[config.mk]
export PLATFORM = sky130hd
export DESIGN_NAME = dmax_abort_ctrl
export DESIGN_NICKNAME = d
export VERILOG_FILES = /design/src/rtl/dmax_pkg.sv /design/src/rtl/dmax_regs.sv /design/src/rtl/dmax_chan.sv /design/src/rtl/dmax_irq.sv /design/src/rtl/dmax_abort_ctrl.sv
export SDC_FILE = /design/constraint.sdc
export NUM_CORES = 1
export LEC_CHECK = 0
export ABC_AREA = 1
export CORE_MARGIN = 5
export CORE_UTILIZATION = 40
export DETAILED_ROUTE_END_ITERATION = 8
export PLACE_DENSITY_LB_ADDON = 0.08
export SLEW_MARGIN = 20
export SYNTH_ARGS = -nofsm -noshare
export SYNTH_HDL_FRONTEND = slang
export SYNTH_SLANG_ARGS = --single-unit
[constraint.sdc]
create_clock -name clk -period 2.9 [get_ports clk]
set_input_delay 0.58 -clock clk [delete_from_list [all_inputs] [get_ports clk]]
set_output_delay 0.58 -clock clk [all_outputs]
set_load 0.02 [all_outputs]
[src/rtl/dmax_pkg.sv]
package dmax_pkg;
  // register selects in the low three address bits (top address bit clear)
  localparam logic [2:0] RA_ENA   = 3'd0;
  localparam logic [2:0] RA_GO    = 3'd1;
  localparam logic [2:0] RA_ABORT = 3'd2;
  localparam logic [2:0] RA_STAT  = 3'd3;
  localparam logic [2:0] RA_MASK0 = 3'd4;
  localparam logic [2:0] RA_MASK1 = 3'd5;
endpackage

[src/rtl/dmax_regs.sv]
module dmax_regs #(
  parameter int NCH    = 4,
  parameter int CNT_W  = 16,
  parameter int ADDR_W = 4,
  parameter int DATA_W = 16
) (
  input  logic                       clk,
  input  logic                       rst,
  input  logic                       wr_en,
  input  logic [ADDR_W-1:0]          wr_addr,
  input  logic [DATA_W-1:0]          wr_data,
  input  logic                       rd_en,
  input  logic [ADDR_W-1:0]          rd_addr,
  input  logic [NCH-1:0]             busy_i,
  input  logic [NCH-1:0]             abort_pend_i,
  input  logic [NCH-1:0]             status_i,
  input  logic [NCH-1:0][CNT_W-1:0]  remain_i,
  output logic [NCH-1:0]             ena_q,
  output logic [NCH-1:0]             mask0_q,
  output logic [NCH-1:0]             mask1_q,
  output logic [NCH-1:0][CNT_W-1:0]  len_q,
  output logic [NCH-1:0]             go_p,
  output logic [NCH-1:0]             abort_p,
  output logic [NCH-1:0]             clr_p,
  output logic [DATA_W-1:0]          rd_data
);
  import dmax_pkg::*;
  localparam int IDX_W = (NCH > 1) ? $clog2(NCH) : 1;

  logic wr_ctl;
  assign wr_ctl  = wr_en && !wr_addr[ADDR_W-1];
  assign go_p    = (wr_ctl && wr_addr[2:0] == RA_GO)    ? wr_data[NCH-1:0] : '0;
  assign abort_p = (wr_ctl && wr_addr[2:0] == RA_ABORT) ? wr_data[NCH-1:0] : '0;
  assign clr_p   = (wr_ctl && wr_addr[2:0] == RA_STAT)  ? wr_data[NCH-1:0] : '0;

  always_ff @(posedge clk) begin
    if (rst) begin
      ena_q   <= '0;
      mask0_q <= '0;
      mask1_q <= '0;
      len_q   <= '0;
    end else if (wr_en) begin
      if (wr_addr[ADDR_W-1]) begin
        for (int c = 0; c < NCH; c++)
          if (wr_addr[IDX_W-1:0] == IDX_W'(c)) len_q[c] <= wr_data[CNT_W-1:0];
      end else begin
        case (wr_addr[2:0])
          RA_ENA:   ena_q   <= wr_data[NCH-1:0];
          RA_MASK0: mask0_q <= wr_data[NCH-1:0];
          RA_MASK1: mask1_q <= wr_data[NCH-1:0];
          default: ;
        endcase
      end
    end
  end

  always_ff @(posedge clk) begin
    if (rst) begin
      rd_data <= '0;
    end else if (rd_en) begin
      rd_data <= '0;
      if (rd_addr[ADDR_W-1]) begin
        for (int c = 0; c < NCH; c++)
          if (rd_addr[IDX_W-1:0] == IDX_W'(c)) rd_data <= DATA_W'(remain_i[c]);
      end else begin
        case (rd_addr[2:0])
          RA_ENA:   rd_data <= DATA_W'(ena_q);
          RA_GO:    rd_data <= DATA_W'(busy_i);
          RA_ABORT: rd_data <= DATA_W'(abort_pend_i);
          RA_STAT:  rd_data <= DATA_W'(status_i);
          RA_MASK0: rd_data <= DATA_W'(mask0_q);
          RA_MASK1: rd_data <= DATA_W'(mask1_q);
          default:  rd_data <= '0;
        endcase
      end
    end
  end
endmodule

[src/rtl/dmax_chan.sv]
module dmax_chan #(
  parameter int CNT_W   = 16,
  parameter int MAX_OUT = 4
) (
  input  logic             clk,
  input  logic             rst,
  input  logic             en_i,
  input  logic             go_i,
  input  logic             abort_i,
  input  logic             wr_ack_i,
  input  logic [CNT_W-1:0] len_i,
  output logic             busy_q,
  output logic             abort_pend_q,
  output logic [CNT_W-1:0] remain_q,
  output logic             rd_req_q,
  output logic             done_o
);
  localparam int OUT_W = $clog2(MAX_OUT + 1);

  logic [OUT_W-1:0] inflight_q;
  logic can_issue, ack;

  assign can_issue = busy_q && en_i && !abort_i && (remain_q != '0) &&
                     (inflight_q < OUT_W'(MAX_OUT));
  assign ack       = wr_ack_i && (inflight_q != '0);
  assign done_o    = busy_q && !abort_i && (remain_q == '0) && (inflight_q == '0);

  always_ff @(posedge clk) begin
    if (rst) begin
      busy_q       <= 1'b0;
      abort_pend_q <= 1'b0;
      remain_q     <= '0;
      rd_req_q     <= 1'b0;
      inflight_q   <= '0;
    end else begin
      rd_req_q   <= can_issue;
      inflight_q <= inflight_q + OUT_W'(can_issue) - OUT_W'(ack);
      if (abort_i)                              abort_pend_q <= 1'b1;
      else if (abort_pend_q && inflight_q == '0) abort_pend_q <= 1'b0;
      if (abort_i) begin
        busy_q   <= 1'b0;
        remain_q <= '0;
      end else if (go_i && !busy_q && !abort_pend_q) begin
        busy_q   <= 1'b1;
        remain_q <= len_i;
      end else if (can_issue) begin
        remain_q <= remain_q - 1'b1;
      end else if (done_o) begin
        busy_q <= 1'b0;
      end
    end
  end

  AST_OUT_CAP: assert property (@(posedge clk) disable iff (rst)
    inflight_q <= OUT_W'(MAX_OUT));
  AST_ABORT_KILL: assert property (@(posedge clk) disable iff (rst)
    abort_i |=> (!busy_q && remain_q == '0));
  AST_ABORT_HOLD: assert property (@(posedge clk) disable iff (rst)
    (abort_pend_q && inflight_q != '0) |=> abort_pend_q);
  AST_GO_BLOCKED: assert property (@(posedge clk) disable iff (rst)
    (go_i && abort_pend_q) |=> !busy_q);
  AST_PAUSE_QUIET: assert property (@(posedge clk) disable iff (rst)
    !en_i |=> !rd_req_q);
endmodule

[src/rtl/dmax_irq.sv]
module dmax_irq #(
  parameter int NCH = 4
) (
  input  logic           clk,
  input  logic           rst,
  input  logic [NCH-1:0] done_i,
  input  logic [NCH-1:0] clr_i,
  input  logic [NCH-1:0] mask0_i,
  input  logic [NCH-1:0] mask1_i,
  output logic [NCH-1:0] status_q,
  output logic           irq0_q,
  output logic           irq1_q
);
  always_ff @(posedge clk) begin
    if (rst) begin
      status_q <= '0;
      irq0_q   <= 1'b0;
      irq1_q   <= 1'b0;
    end else begin
      status_q <= (status_q & ~clr_i) | done_i;
      irq0_q   <= |(status_q & mask0_i);
      irq1_q   <= |(status_q & mask1_i);
    end
  end

  AST_W1C_CLEARS: assert property (@(posedge clk) disable iff (rst)
    ((clr_i & ~done_i) != '0) |=> ((status_q & $past(clr_i & ~done_i)) == '0));
  AST_IRQ_NEEDS_STATUS: assert property (@(posedge clk) disable iff (rst)
    (irq0_q || irq1_q) |-> $past(status_q != '0));
endmodule

[src/rtl/dmax_abort_ctrl.sv]
module dmax_abort_ctrl #(
  parameter int NCH     = 4,
  parameter int CNT_W   = 16,
  parameter int MAX_OUT = 4,
  parameter int ADDR_W  = 4,
  parameter int DATA_W  = 16
) (
  input  logic              clk,
  input  logic              rst,
  input  logic              reg_wr_en,
  input  logic [ADDR_W-1:0] reg_wr_addr,
  input  logic [DATA_W-1:0] reg_wr_data,
  input  logic              reg_rd_en,
  input  logic [ADDR_W-1:0] reg_rd_addr,
  output logic [DATA_W-1:0] reg_rd_data,
  output logic [NCH-1:0]    rd_req,
  input  logic [NCH-1:0]    wr_ack,
  output logic              irq0,
  output logic              irq1
);
  logic [NCH-1:0]            ena, mask0, mask1, go_p, abort_p, clr_p;
  logic [NCH-1:0]            busy, abort_pend, status, done;
  logic [NCH-1:0][CNT_W-1:0] len, remain;

  dmax_regs #(.NCH(NCH), .CNT_W(CNT_W), .ADDR_W(ADDR_W), .DATA_W(DATA_W)) regs_i (
    .clk(clk), .rst(rst),
    .wr_en(reg_wr_en), .wr_addr(reg_wr_addr), .wr_data(reg_wr_data),
    .rd_en(reg_rd_en), .rd_addr(reg_rd_addr),
    .busy_i(busy), .abort_pend_i(abort_pend), .status_i(status), .remain_i(remain),
    .ena_q(ena), .mask0_q(mask0), .mask1_q(mask1), .len_q(len),
    .go_p(go_p), .abort_p(abort_p), .clr_p(clr_p), .rd_data(reg_rd_data)
  );

  for (genvar c = 0; c < NCH; c++) begin : g_chan
    dmax_chan #(.CNT_W(CNT_W), .MAX_OUT(MAX_OUT)) chan_i (
      .clk(clk), .rst(rst),
      .en_i(ena[c]), .go_i(go_p[c]), .abort_i(abort_p[c]), .wr_ack_i(wr_ack[c]),
      .len_i(len[c]),
      .busy_q(busy[c]), .abort_pend_q(abort_pend[c]), .remain_q(remain[c]),
      .rd_req_q(rd_req[c]), .done_o(done[c])
    );

    AST_ABORT_NO_STATUS: assert property (@(posedge clk) disable iff (rst)
      (abort_p[c] && !status[c]) |=> !status[c]);
  end

  dmax_irq #(.NCH(NCH)) irq_i (
    .clk(clk), .rst(rst),
    .done_i(done), .clr_i(clr_p), .mask0_i(mask0), .mask1_i(mask1),
    .status_q(status), .irq0_q(irq0), .irq1_q(irq1)
  );
endmodule

==> summary.txt, run 1 <==
GRT
  • Largest net degree at the start of global routing: 37
  • First-pass GRT wire length: 49500 um
  • Initial antenna violation count: 0
  • Vias in the first global route: 8841
  • Overall global routing resource usage: 0.224
  • Total gr overflow: 0

Die
  • Initial core utilization: 0.404
  • Core Region: 24200 sq um
  • Die height: 166 um
  • # IOs: 54
  • DIE WIDTH: 166 um
  • Row count: 57
  • Full die area: 27600 sq um

Logic synthesis
  • Synth Flop Type: dfxtp_1
  • Yosys top cell area share: 0.381
  • Synth Area in Adders: 0.0236
  • Post-synthesis compound-gate area fraction: 0.177
  • Cell variety after synth: 43
  • Warnings from Yosys: 0
  • Post-synthesis register bit count: 186
  • Yosys top cell by area: dfxtp_1
  • Post-synth EDFFs: 0
  • Synth Instances: 1458
  • Largest cells by area after synthesis: dfxtp_1 (38%), nand2_1 (13%), nor2_1 (8.2%), a21oi_1 (8.2%), o21ai_0 (5.7%)
  • Sequential fraction of the synthesis area: 0.381
  • XOR/XNOR Fraction of Synth Area: 0.0251
  • Syn Nets: 1506
  • Synth async-reset ratio: 0
  • Post-Syn Area: 9770 sq um
  • Synth Area in Simple Gates: 0.301
  • Largest family of logic cells by synthesized area: simple AND/OR/NAND/NOR gates
  • Avg Inst Size Synth: 6.70 sq um
  • Mux contribution to synthesized area: 0

Pwr
  • PwrDens: 525 nW/um^2
  • VDD IR max: 0.307 mV
  • Leak: 4.89 nW

Critical path
  • Worst Reg-to-Reg Cells: 13
  • Worst Path Max Fanout: 6
  • Slowest CP cell: clkdlybuf4s50_1
  • Setup crit end kind: flop
  • WP data required: 3.27 ns
  • Data arrival, critical path: 2.79 ns
  • CP Cell Sequence: clkdlybuf4s50_1, inv_1, nand2_1, nor2_4, nand3_1, nand2_1, nor2_4, ha_1, fa_1, or2_2, a21oi_1
  • Max stage delay on crit path: 0.42 ns
  • Nature of the critical path startpoint: input pin
  • Critical path type: in2reg

Clock tree
  • Reg clk slew, reported paths: 0.07 ns
  • Number of buffers created by CTS: 17
  • Root Buffer: clkbuf_16
  • Resized Gates After CTS: 0
  • TritonCTS clock tree: done
  • Clock sinks: 186
  • Hold buffers post-CTS: 0
  • Post-CTS Setup Bufs: 0
  • Clock Latency Late Sink: 0.44 ns
  • Bufs on Longest Clock Path: 2
  • CTS HTree Levels: 4

Detailed routing
  • Routed vias/inst: 5.10
  • DR vias: 9457
  • Drt drc: 0
  • Post-route ant nets: 0
  • 1st-iter DRT viols: 682
  • Wirelength per Cell: 16.9 um
  • TritonRoute pass-1 iters: 6
  • DRT Wirelength: 31400 um

Finish
  • Fillers: 2552
  • Area delta synth->final: 15.9%
  • Final nets: 1568
  • N_diodes: 0
  • Final std cells w/o fill: 1856
  • Layout cell share with drive strength beyond 1: 0.0744
  • Fin util: 0.468
  • Design area: 11300 sq um

Worst hold path
  • Worst hold path type: reg2reg
  • WHS Path Cells: 2

Placed design
  • IO buf count: 53
  • Gpl congestion: 0.924
  • DP Wirelength: 24000 um
  • Post-placement cell area: 10700 sq um
  • Post-Place Cells: 1825

STA
  • Max Freq: 413 MHz
  • Slew Limit Fails: 0
  • Worst Max-Slew Pin Slew: 0.647 ns
  • Relative slew margins: 0.568
  • Fin. Hold Viols: 0
  • Final min period: 2.42 ns
  • Setup tns final: 0 ns
  • Final Cycle Share: 0.835
  • Clock skew: 0.0114 ns
  • RSZ-0062 raised after global routing: false
  • Hold Worst Slack: 0.455 ns
  • Final setup fails: 0

Run status
  • Outcome: completed

Job
  • Max cap viols: 0
==> flip-flops by register name, indices dropped and copies added, names as in the netlist <==
signal / flops
regs_i.mask0_q: 4
regs_i.mask1_q: 4
g_chan.chan_i.abort_pend_q: 4
irq_i.irq1_q: 1
g_chan.chan_i.rd_req_q: 4
regs_i.ena_q: 4
irq_i.status_q: 4
regs_i.len_q: 64
g_chan.chan_i.remain_q: 64
g_chan.chan_i.busy_q: 4
g_chan.chan_i.inflight_q: 12
regs_i.rd_data: 16
irq_i.irq0_q: 1
==> critical path, delay by kind of cell <==
kind | cells | cell delay, ns
AO/OA/AOI/OAI | 1 | 0.11
buffers and inverters | 2 | 0.50
AND/OR/NAND/NOR | 6 | 1.00
adder cells (fa/ha/maj) | 2 | 0.59
==> cell families (layout without fill, tap and decap cells) <==
kind of cell,count (synthesis),in the layout
fa+ha+maj,16,16
xor+xnor,28,28
simple gates,696,696
buf+inv,211,285
compound gates,321,321
flops,186,186
==> cells in the final DEF, fill, tap and decap left out, types with 2 or more instances in the layout <==
| cell type | count |
|---|---|
| o211ai_1 | 6 |
| nand3_1 | 95 |
| a221oi_1 | 2 |
| nor2_4 | 7 |
| a21boi_0 | 12 |
| dfxtp_1 | 186 |
| nand2_1 | 328 |
| a21oi_2 | 2 |
| xor2_1 | 24 |
| o22ai_1 | 10 |
| clkdlybuf4s50_1 | 52 |
| o21ai_0 | 112 |
| fa_1 | 4 |
| nor2_2 | 9 |
| o221ai_1 | 4 |
| inv_2 | 5 |
| o2111ai_1 | 2 |
| a21oi_1 | 160 |
| nand3b_1 | 10 |
| ha_1 | 12 |
| clkbuf_16 | 17 |
| clkinv_4 | 3 |
| nor3_1 | 13 |
| clkinvlp_4 | 4 |
| nand4_1 | 7 |
| nor2_1 | 214 |
| xnor2_1 | 4 |
| buf_4 | 45 |
| inv_6 | 3 |
| o21ai_1 | 2 |
| inv_1 | 148 |
| nand2_4 | 3 |
| bufinv_16 | 2 |
| a21boi_1 | 6 |
| or2_2 | 5 |
==> cells in the mapped netlist, types with 2 or more instances <==
| library cell | count |
|---|---|
| nand2_1 | 328 |
| nor2_1 | 214 |
| dfxtp_1 | 186 |
| a21oi_1 | 160 |
| inv_1 | 149 |
| o21ai_0 | 112 |
| nand3_1 | 95 |
| clkbuf_1 | 26 |
| xor2_1 | 24 |
| nor3_1 | 14 |
| a21boi_0 | 12 |
| buf_2 | 12 |
| ha_1 | 12 |
| nand3b_1 | 10 |
| o22ai_1 | 10 |
| buf_4 | 9 |
| nor2_2 | 9 |
| nand4_1 | 7 |
| nor2_4 | 7 |
| a21boi_1 | 6 |
| o211ai_1 | 6 |
| buf_6 | 5 |
| or2_2 | 5 |
| fa_1 | 4 |
| inv_2 | 4 |
| o221ai_1 | 4 |
| xnor2_1 | 4 |
| nand2_4 | 3 |
| a21oi_2 | 2 |
| a221oi_1 | 2 |
| buf_1 | 2 |
| clkinv_4 | 2 |
| o2111ai_1 | 2 |
| o21ai_1 | 2 |
==> metal layers <==
metal  routed length [um]  vias to the layer above  GRT usage
met5                    0                        -          0
li1                     -                     4843          -
met4                  585                        0     0.0608
met3                 1150                       25     0.0250
met1                15100                     4379      0.311
met2                14600                      210      0.373
==> metrics by stage <==
| step | power [W] | worst slack, ns |
|---|---|---|
| after floorplan | 0.00333 | 0.504 |
| after global placement | 0.00362 | 0.0482 |
| after detailed placement | 0.00363 | 0.0304 |
| after CTS | 0.00600 | 0.485 |
| after global routing | 0.00622 | 0.332 |
| final | 0.00594 | 0.478 |
==> path summary, 6_finish.rpt <==
path | start | slack, ns | end
min reg2reg | regs_i.len_q[8] | 0.45 | regs_i.len_q[8]
max reg2reg | g_chan[1].chan_i.remain_q[0] | 0.54 | g_chan[1].chan_i.inflight_q[2]
max | reg_wr_addr[3] | 0.48 | g_chan[2].chan_i.inflight_q[2]
min | regs_i.len_q[8] | 0.45 | regs_i.len_q[8]
==> power by group <==
group | leakage (nW) | total [W] | internal (W) | switching, W
Sequential | 1.51 | 0.00275 | 0.00267 | 0.0000776
Clock | 0.274 | 0.00237 | 0.00130 | 0.00107
Combinational | 3.10 | 0.000818 | 0.000314 | 0.000504
==> layout make-up <==
type	count	area, sq um	share of cell area
clock inverter	12	141	0.0125
tap	324	405	0.0358
multi-input combinational	1061	5150	0.455
sequential	186	3720	0.329
inverter	156	596	0.0526
timing repair buffer	98	863	0.0763
clock buffer	19	443	0.0391
Note: power is estimated with default switching activity, not from simulation.
==> inputs of run 2 (changes only) <==
- clock period: 2.9 -> 2 ns (I/O delays scaled with it)
==> run 2 against run 1 <==
Register-to-register slack worse by 0.51 ns. Sequential cell count unchanged. Clock skew up 0.0011 ns. Critical path depth up 2. Global-route usage up 1.0 points. Highest routed layer unchanged.
==> summary.txt, run 2 (same netlist as run 1, synthesis figures left out) <==
Run status
  • Outcome: completed

GRT
  • Initial antenna violation count: 0 (unchanged)
  • Vias in the first global route: 9294 (+5.1%)
  • Overall global routing resource usage: 0.234 (+0.0101)
  • Total gr overflow: 0 (unchanged)
  • First-pass GRT wire length: 51600 um (+4.2%)
  • Largest net degree at the start of global routing: 37 (unchanged)

Detailed routing
  • Drt drc: 0 (unchanged)
  • Wirelength per Cell: 16.5 um (-2.7%)
  • Post-route ant nets: 0 (unchanged)
  • 1st-iter DRT viols: 649 (-4.8%)
  • DRT Wirelength: 32900 um (+4.9%)
  • DR vias: 9992 (+5.7%)
  • TritonRoute pass-1 iters: 5 (-1)
  • Routed vias/inst: 4.99 (-2.0%)

Placed design
  • DP Wirelength: 25700 um (+6.9%)
  • Post-Place Cells: 1960 (+7.4%)
  • Gpl congestion: 0.929 (+0.56%)
  • Post-placement cell area: 12100 sq um (+13%)
  • IO buf count: 53 (unchanged)

Clock tree
  • Hold buffers post-CTS: 0 (unchanged)
  • Number of buffers created by CTS: 17 (unchanged)
  • CTS HTree Levels: 4 (unchanged)
  • Clock sinks: 186 (unchanged)
  • Reg clk slew, reported paths: 0.08 ns (about the same)
  • Clock Latency Late Sink: 0.44 ns (about the same)
  • TritonCTS clock tree: done
  • Root Buffer: clkbuf_16
  • Bufs on Longest Clock Path: 2 (unchanged)

Finish
  • Final nets: 1712 (+9.2%)
  • Commonest non-fill, non-tap cell in the layout: nand2_1
  • Final std cells w/o fill: 2001 (+7.8%)
  • Area delta synth->final: 32.1%
  • N_diodes: 0 (unchanged)
  • Design area: 12900 sq um (+14%)
  • Fin util: 0.534 (+0.0653)
  • Fillers: 2452 (-3.9%)
  • Layout cell share with drive strength beyond 1: 0.191 (+0.117)
  • Largest registers: g_chan.chan_i.remain_q (64), regs_i.len_q (64), regs_i.rd_data (16)
  • Highest-count cells in the layout ignoring fill and taps: nand2_1 (314), nor2_1 (205), dfxtp_1 (182), buf_4 (174), a21oi_1 (159)

Pwr
  • Leak: 5.76 nW (+18%)
  • PwrDens: 713 nW/um^2 (+36%)
  • VDD IR max: 0.527 mV (+72%)

Critical path
  • Data arrival, critical path: 2.31 ns (-0.48 ns)
  • Nature of the critical path startpoint: flop
  • WP data required: 2.34 ns (-0.93 ns)
  • Max stage delay on crit path: 0.36 ns (-0.06 ns)
  • CP Cell Sequence: inv_4, ha_4, nand2_4, nor2_4, nand2_2, nand2_2, nor2_4, ha_2, inv_2, fa_2, xor2_2, o21ai_1, a21oi_1
  • CP delay by family, top: adder cells
  • R2R setup slack: 0.03 ns (-0.51 ns)
  • Critical path type: reg2reg
  • Worst Path Max Fanout: 4 (-2)
  • Slowest CP cell: dfxtp_2
  • CP Buf/Inv Count: 2 (unchanged)
  • Setup crit end kind: flop

Die
  • Row count: 57 (unchanged)
  • Full die area: 27600 sq um (unchanged)
  • Die height: 166 um (unchanged)
  • DIE WIDTH: 166 um (unchanged)
  • Core Region: 24200 sq um (unchanged)
  • Initial core utilization: 0.404 (unchanged)
  • # IOs: 54 (unchanged)

STA
  • Fin. Hold Viols: 0 (unchanged)
  • Slew Limit Fails: 0 (unchanged)
  • Final min period: 1.97 ns
  • Final Cycle Share: 0.985
  • RSZ-0062 raised after global routing: true
  • Clock skew: 0.0125 ns (+0.00110 ns)
  • Final setup fails: 0 (unchanged)
  • Hold Worst Slack: 0.457 ns (+0.00230 ns)
  • Max Freq: 508 MHz
  • Relative slew margins: 0.659 (+0.0906)
  • Worst Max-Slew Pin Slew: 0.511 ns (-0.136 ns)

Job
  • Max cap viols: 0 (unchanged)

Worst hold path
  • Worst hold path type: reg2reg
-- run 2: changes by cell type in the layout (fill, tap and decap cells not counted), moves of 7 or more --
cell and change:
nand2_2 +11, nor2_1 -9, ha_4 +7, inv_1 -11
buf_12 +15, buf_4 +129, inv_2 +10, nand2_1 -14
ha_1 -8
-- run 2: final timing paths --
| check | startpoint | endpoint | depth (start not counted) |
|---|---|---|---|
| worst max register to register | g_chan[3].chan_i.remain_q[0] | g_chan[3].chan_i.inflight_q[2] | 13 |
| worst max-delay path | g_chan[3].chan_i.remain_q[0] | g_chan[3].chan_i.inflight_q[2] | 13 |
| worst min-delay path | regs_i.len_q[25] | regs_i.len_q[25] | 2 |
| worst min register to register | regs_i.len_q[25] | regs_i.len_q[25] | 2 |
-- run 2: final cells by class --
cell class,instances,area (sq um),area share
Multi-Input combinational cell,1061,5430,0.421
Sequential cell,186,3730,0.289
Timing Repair Buffer,242,2140,0.166
Inverter,156,598,0.0464
Clock buffer,17,425,0.0330
Tap cell,324,405,0.0314
Clock inverter,15,176,0.0137
-- run 2: stage by stage --
step / setup TNS (ns) / total power, W / setup slack, ns
finish: 0 / 0.00920 / 0.0303
global route: -0.0934 / 0.00969 / -0.0647
CTS: -0.0104 / 0.00916 / -0.0104
detailed placement: -22.56 / 0.00561 / -0.498
global placement: -20.60 / 0.00559 / -0.463
floorplan: -0.0778 / 0.00492 / -0.0422
-- run 2: worst reg2reg max path, delay by kind of cell (launching register included) --
kind | cells | cell delay [ns]
and+or+nand+nor | 5 | 0.37
buffers and inverters | 2 | 0.09
adders and majority gates | 3 | 0.68
xor gates and xnor gates | 1 | 0.19
DFF | 1 | 0.36
AOI/OAI and AO/OA | 2 | 0.19
-- run 2: report_power, final --
group,internal [W],switching (W)
clock,0.00180,0.00172
combinational,0.000795,0.000897
sequential,0.00387,0.000119
total,0.00646,0.00274
-- run 2: repair_timing --
item	4_1_cts	5_1_grt
setup endpoints to repair	5	7
cloned	0	0
setup buffers	0	9
resized for setup	5	32
pin swaps	3	20
hold endpoints to repair	0	0
-- run 2: layer usage --
metal,routed length (um),GRT usage
met2,15200,0.381
met5,0,0
met3,1370,0.0312
met4,719,0.0630
met1,15600,0.329
==> inputs of run 3 (changes only) <==
- clock period: 2 -> 1.8 ns (I/O delays scaled with it)
==> run 3 against run 2 <==
The flow now finishes with violations (negative setup slack). Combinational power up 30%. Register-to-register slack worse by 0.14 ns. Largest cell class unchanged. Clock power up 17%. Die area unchanged. First-iteration DRC count up 4.3%. Critical endpoint unchanged. Fmax up 3.0%. Critical path depth unchanged. Utilization up 2.3 points. Via count up 3.8%. Non-clock buffer count up 56.
==> summary.txt, run 3 (same netlist as run 1, synthesis figures left out) <==
Finish
  • Highest-count cells in the layout ignoring fill and taps: nand2_1 (311), buf_4 (232), nor2_1 (191), dfxtp_1 (169), a21oi_1 (158)
  • Design area: 13400 sq um (+4.2%)
  • Commonest non-fill, non-tap cell in the layout: nand2_1
  • Area delta synth->final: 37.7%
  • Layout cell share with drive strength beyond 1: 0.238 (+0.0463)
  • Final std cells w/o fill: 2058 (+2.8%)
  • Final nets: 1768 (+3.3%)
  • Largest registers: g_chan.chan_i.remain_q (64), regs_i.len_q (64), regs_i.rd_data (16)

STA
  • Relative slew margins: 0.631 (-0.0271)
  • Worst Max-Slew Pin Slew: 0.552 ns (+0.0409 ns)
  • Setup WS post-layout: -0.113 ns (-0.143 ns)
  • Final setup fails: 4 (+4)
  • Final Cycle Share: 1.06 (+0.0777)
  • Fin. Hold Viols: 0 (unchanged)
  • RSZ-0062 raised after global routing: true
  • Clock skew: 0.0107 ns (-0.00176 ns)
  • Slew Limit Fails: 0 (unchanged)
  • Final min period: 1.91 ns (-0.0571 ns)
  • Max Freq: 523 MHz (+3.0%)
  • Setup tns final: -0.278 ns (-0.278 ns)

Critical path
  • CP Cell Sequence: inv_2, ha_4, nand2_4, nor2_1, nand2_1, nand2_2, nor2_4, ha_4, inv_2, fa_2, xor2_2, o21ai_1, a21oi_1
  • Max stage delay on crit path: 0.34 ns (-0.02 ns)
  • R2R Path Start: g_chan[3].chan_i.remain_q[0]
  • Nature of the critical path startpoint: flop
  • Critical path type: reg2reg
  • Worst Reg-to-Reg Cells: 13 (unchanged)
  • CP Buf/Inv Count: 2 (unchanged)
  • Reg-to-reg endpoint: g_chan[3].chan_i.inflight_q[2]
  • CP delay by family, top: adder cells
  • Slowest CP cell: fa_2
  • Setup crit end kind: flop
  • R2R setup slack: -0.11 ns (-0.14 ns)
  • WP data required: 2.13 ns (-0.21 ns)
  • Worst Path Max Fanout: 2 (-2)
  • Data arrival, critical path: 2.25 ns (-0.06 ns)

Detailed routing
  • Routed vias/inst: 5.04 (+0.96%)
  • Post-route ant nets: 0 (unchanged)
  • DR vias: 10375 (+3.8%)
  • 1st-iter DRT viols: 677 (+4.3%)
  • DRT Wirelength: 33500 um (+1.7%)
  • Drt drc: 0 (unchanged)
  • TritonRoute pass-1 iters: 5 (unchanged)
  • Wirelength per Cell: 16.3 um (-1.1%)

Placed design
  • Pre-CTS WS: -0.724 ns (-0.226 ns)
  • Post-placement cell area: 12400 sq um (+3.0%)
  • Post-Place Cells: 2004 (+2.2%)
  • Gpl congestion: 0.909 (-2.1%)
  • DP Wirelength: 25800 um (+0.41%)
  • IO buf count: 53 (unchanged)

Clock tree
  • Reg clk slew, reported paths: 0.07 ns (about the same)
  • Root Buffer: clkbuf_16
  • Clock sinks: 186 (unchanged)
  • Bufs on Longest Clock Path: 2 (unchanged)
  • CTS HTree Levels: 4 (unchanged)
  • TritonCTS clock tree: done
  • Number of buffers created by CTS: 17 (unchanged)
  • Clock Latency Late Sink: 0.44 ns (about the same)

Worst hold path
  • WHS Path Cells: 4 (+2)
  • Hold Startpoint: rst
  • Worst Hold End: g_chan[3].chan_i.inflight_q[2]
  • Worst hold path type: in2reg

GRT
  • Total gr overflow: 0 (unchanged)
  • Vias in the first global route: 9693 (+4.3%)
  • Largest net degree at the start of global routing: 37 (unchanged)
  • First-pass GRT wire length: 52600 um (+1.8%)
  • Initial antenna violation count: 0 (unchanged)
  • Overall global routing resource usage: 0.237 (+0.00271)

Die
  • Core Region: 24200 sq um (unchanged)
  • # IOs: 54 (unchanged)
  • Initial core utilization: 0.404 (unchanged)
  • DIE WIDTH: 166 um (unchanged)
  • Full die area: 27600 sq um (unchanged)
  • Row count: 57 (unchanged)
  • Die height: 166 um (unchanged)

Run status
  • Outcome: complete, but fails checks
  • Failing checks: negative setup slack

Pwr
  • VDD IR max: 0.550 mV (+4.4%)
  • Leak: 6.13 nW (+6.4%)
  • PwrDens: 801 nW/um^2 (+12%)

Job
  • Max cap viols: 0 (unchanged)
run 3: per-stage QoR:
stage / power (W) / hold slack [ns] / utilization
after floorplan: 0.00548 / 0.430 / -
after global placement: 0.00626 / 0.440 / 0.515
after detailed placement: 0.00629 / 0.450 / 0.515
after CTS: 0.0107 / 0.426 / 0.548
after global routing: 0.0113 / 0.458 / 0.556
final: 0.0108 / 0.434 / 0.556
run 3: final cells by class:
| class | instances | area (sq um) |
|---|---|---|
| inverter | 156 | 606 |
| multi-input combinational | 1061 | 5530 |
| clock inverter | 13 | 190 |
| fill | 2352 | 10700 |
| timing repair buffer | 298 | 2520 |
| tap | 324 | 405 |
| clock buffer | 19 | 443 |
| sequential | 186 | 3740 |
| antenna | 1 | 2.50 |
run 3: routing by layer:
layer,wire [um],GRT usage,vias up,part of all wire
met2,15600,0.395,263,0.47
met4,990,0.0779,0,0.030
met1,15200,0.316,4810,0.45
met5,0,0,-,0
li1,-,-,5243,-
met3,1670,0.0359,59,0.050
run 3: worst max path at each step:
stage	startpoint	end	slack, ns	cells past startpoint
2_1_floorplan	g_chan[1].chan_i.remain_q[0]	g_chan[1].chan_i.inflight_q[2]	-0.24	14
4_1_cts	g_chan[1].chan_i.remain_q[0]	g_chan[1].chan_i.inflight_q[2]	-0.13	13
6_report	g_chan[3].chan_i.remain_q[0]	g_chan[3].chan_i.inflight_q[2]	-0.11	13
3_3_place_gp	reg_wr_addr[3]	g_chan[2].chan_i.inflight_q[2]	-0.65	11
3_5_place_dp	reg_wr_addr[3]	g_chan[2].chan_i.inflight_q[2]	-0.72	11
5_1_grt	g_chan[3].chan_i.inflight_q[1]	g_chan[3].chan_i.inflight_q[2]	-0.20	10
run 3: worst min-delay path: stages:
cell,delay [ns]
buf_2,0.11
inv_2,0.18
o21ai_1,0.13
a21oi_1,0.04
run 3: where the power goes:
part | switching [W] | internal [W] | total [W]
Combinational | 0.00109 | 0.00111 | 0.00220
Clock | 0.00174 | 0.00238 | 0.00413
Sequential | 0.000132 | 0.00431 | 0.00445
run 3: what timing repair did:
item,4_1_cts,5_1_grt
setup buffers,12,9
hold buffers,0,0
resized for setup,34,41
pin swaps,21,17
endpoints found under the setup margin,31,31
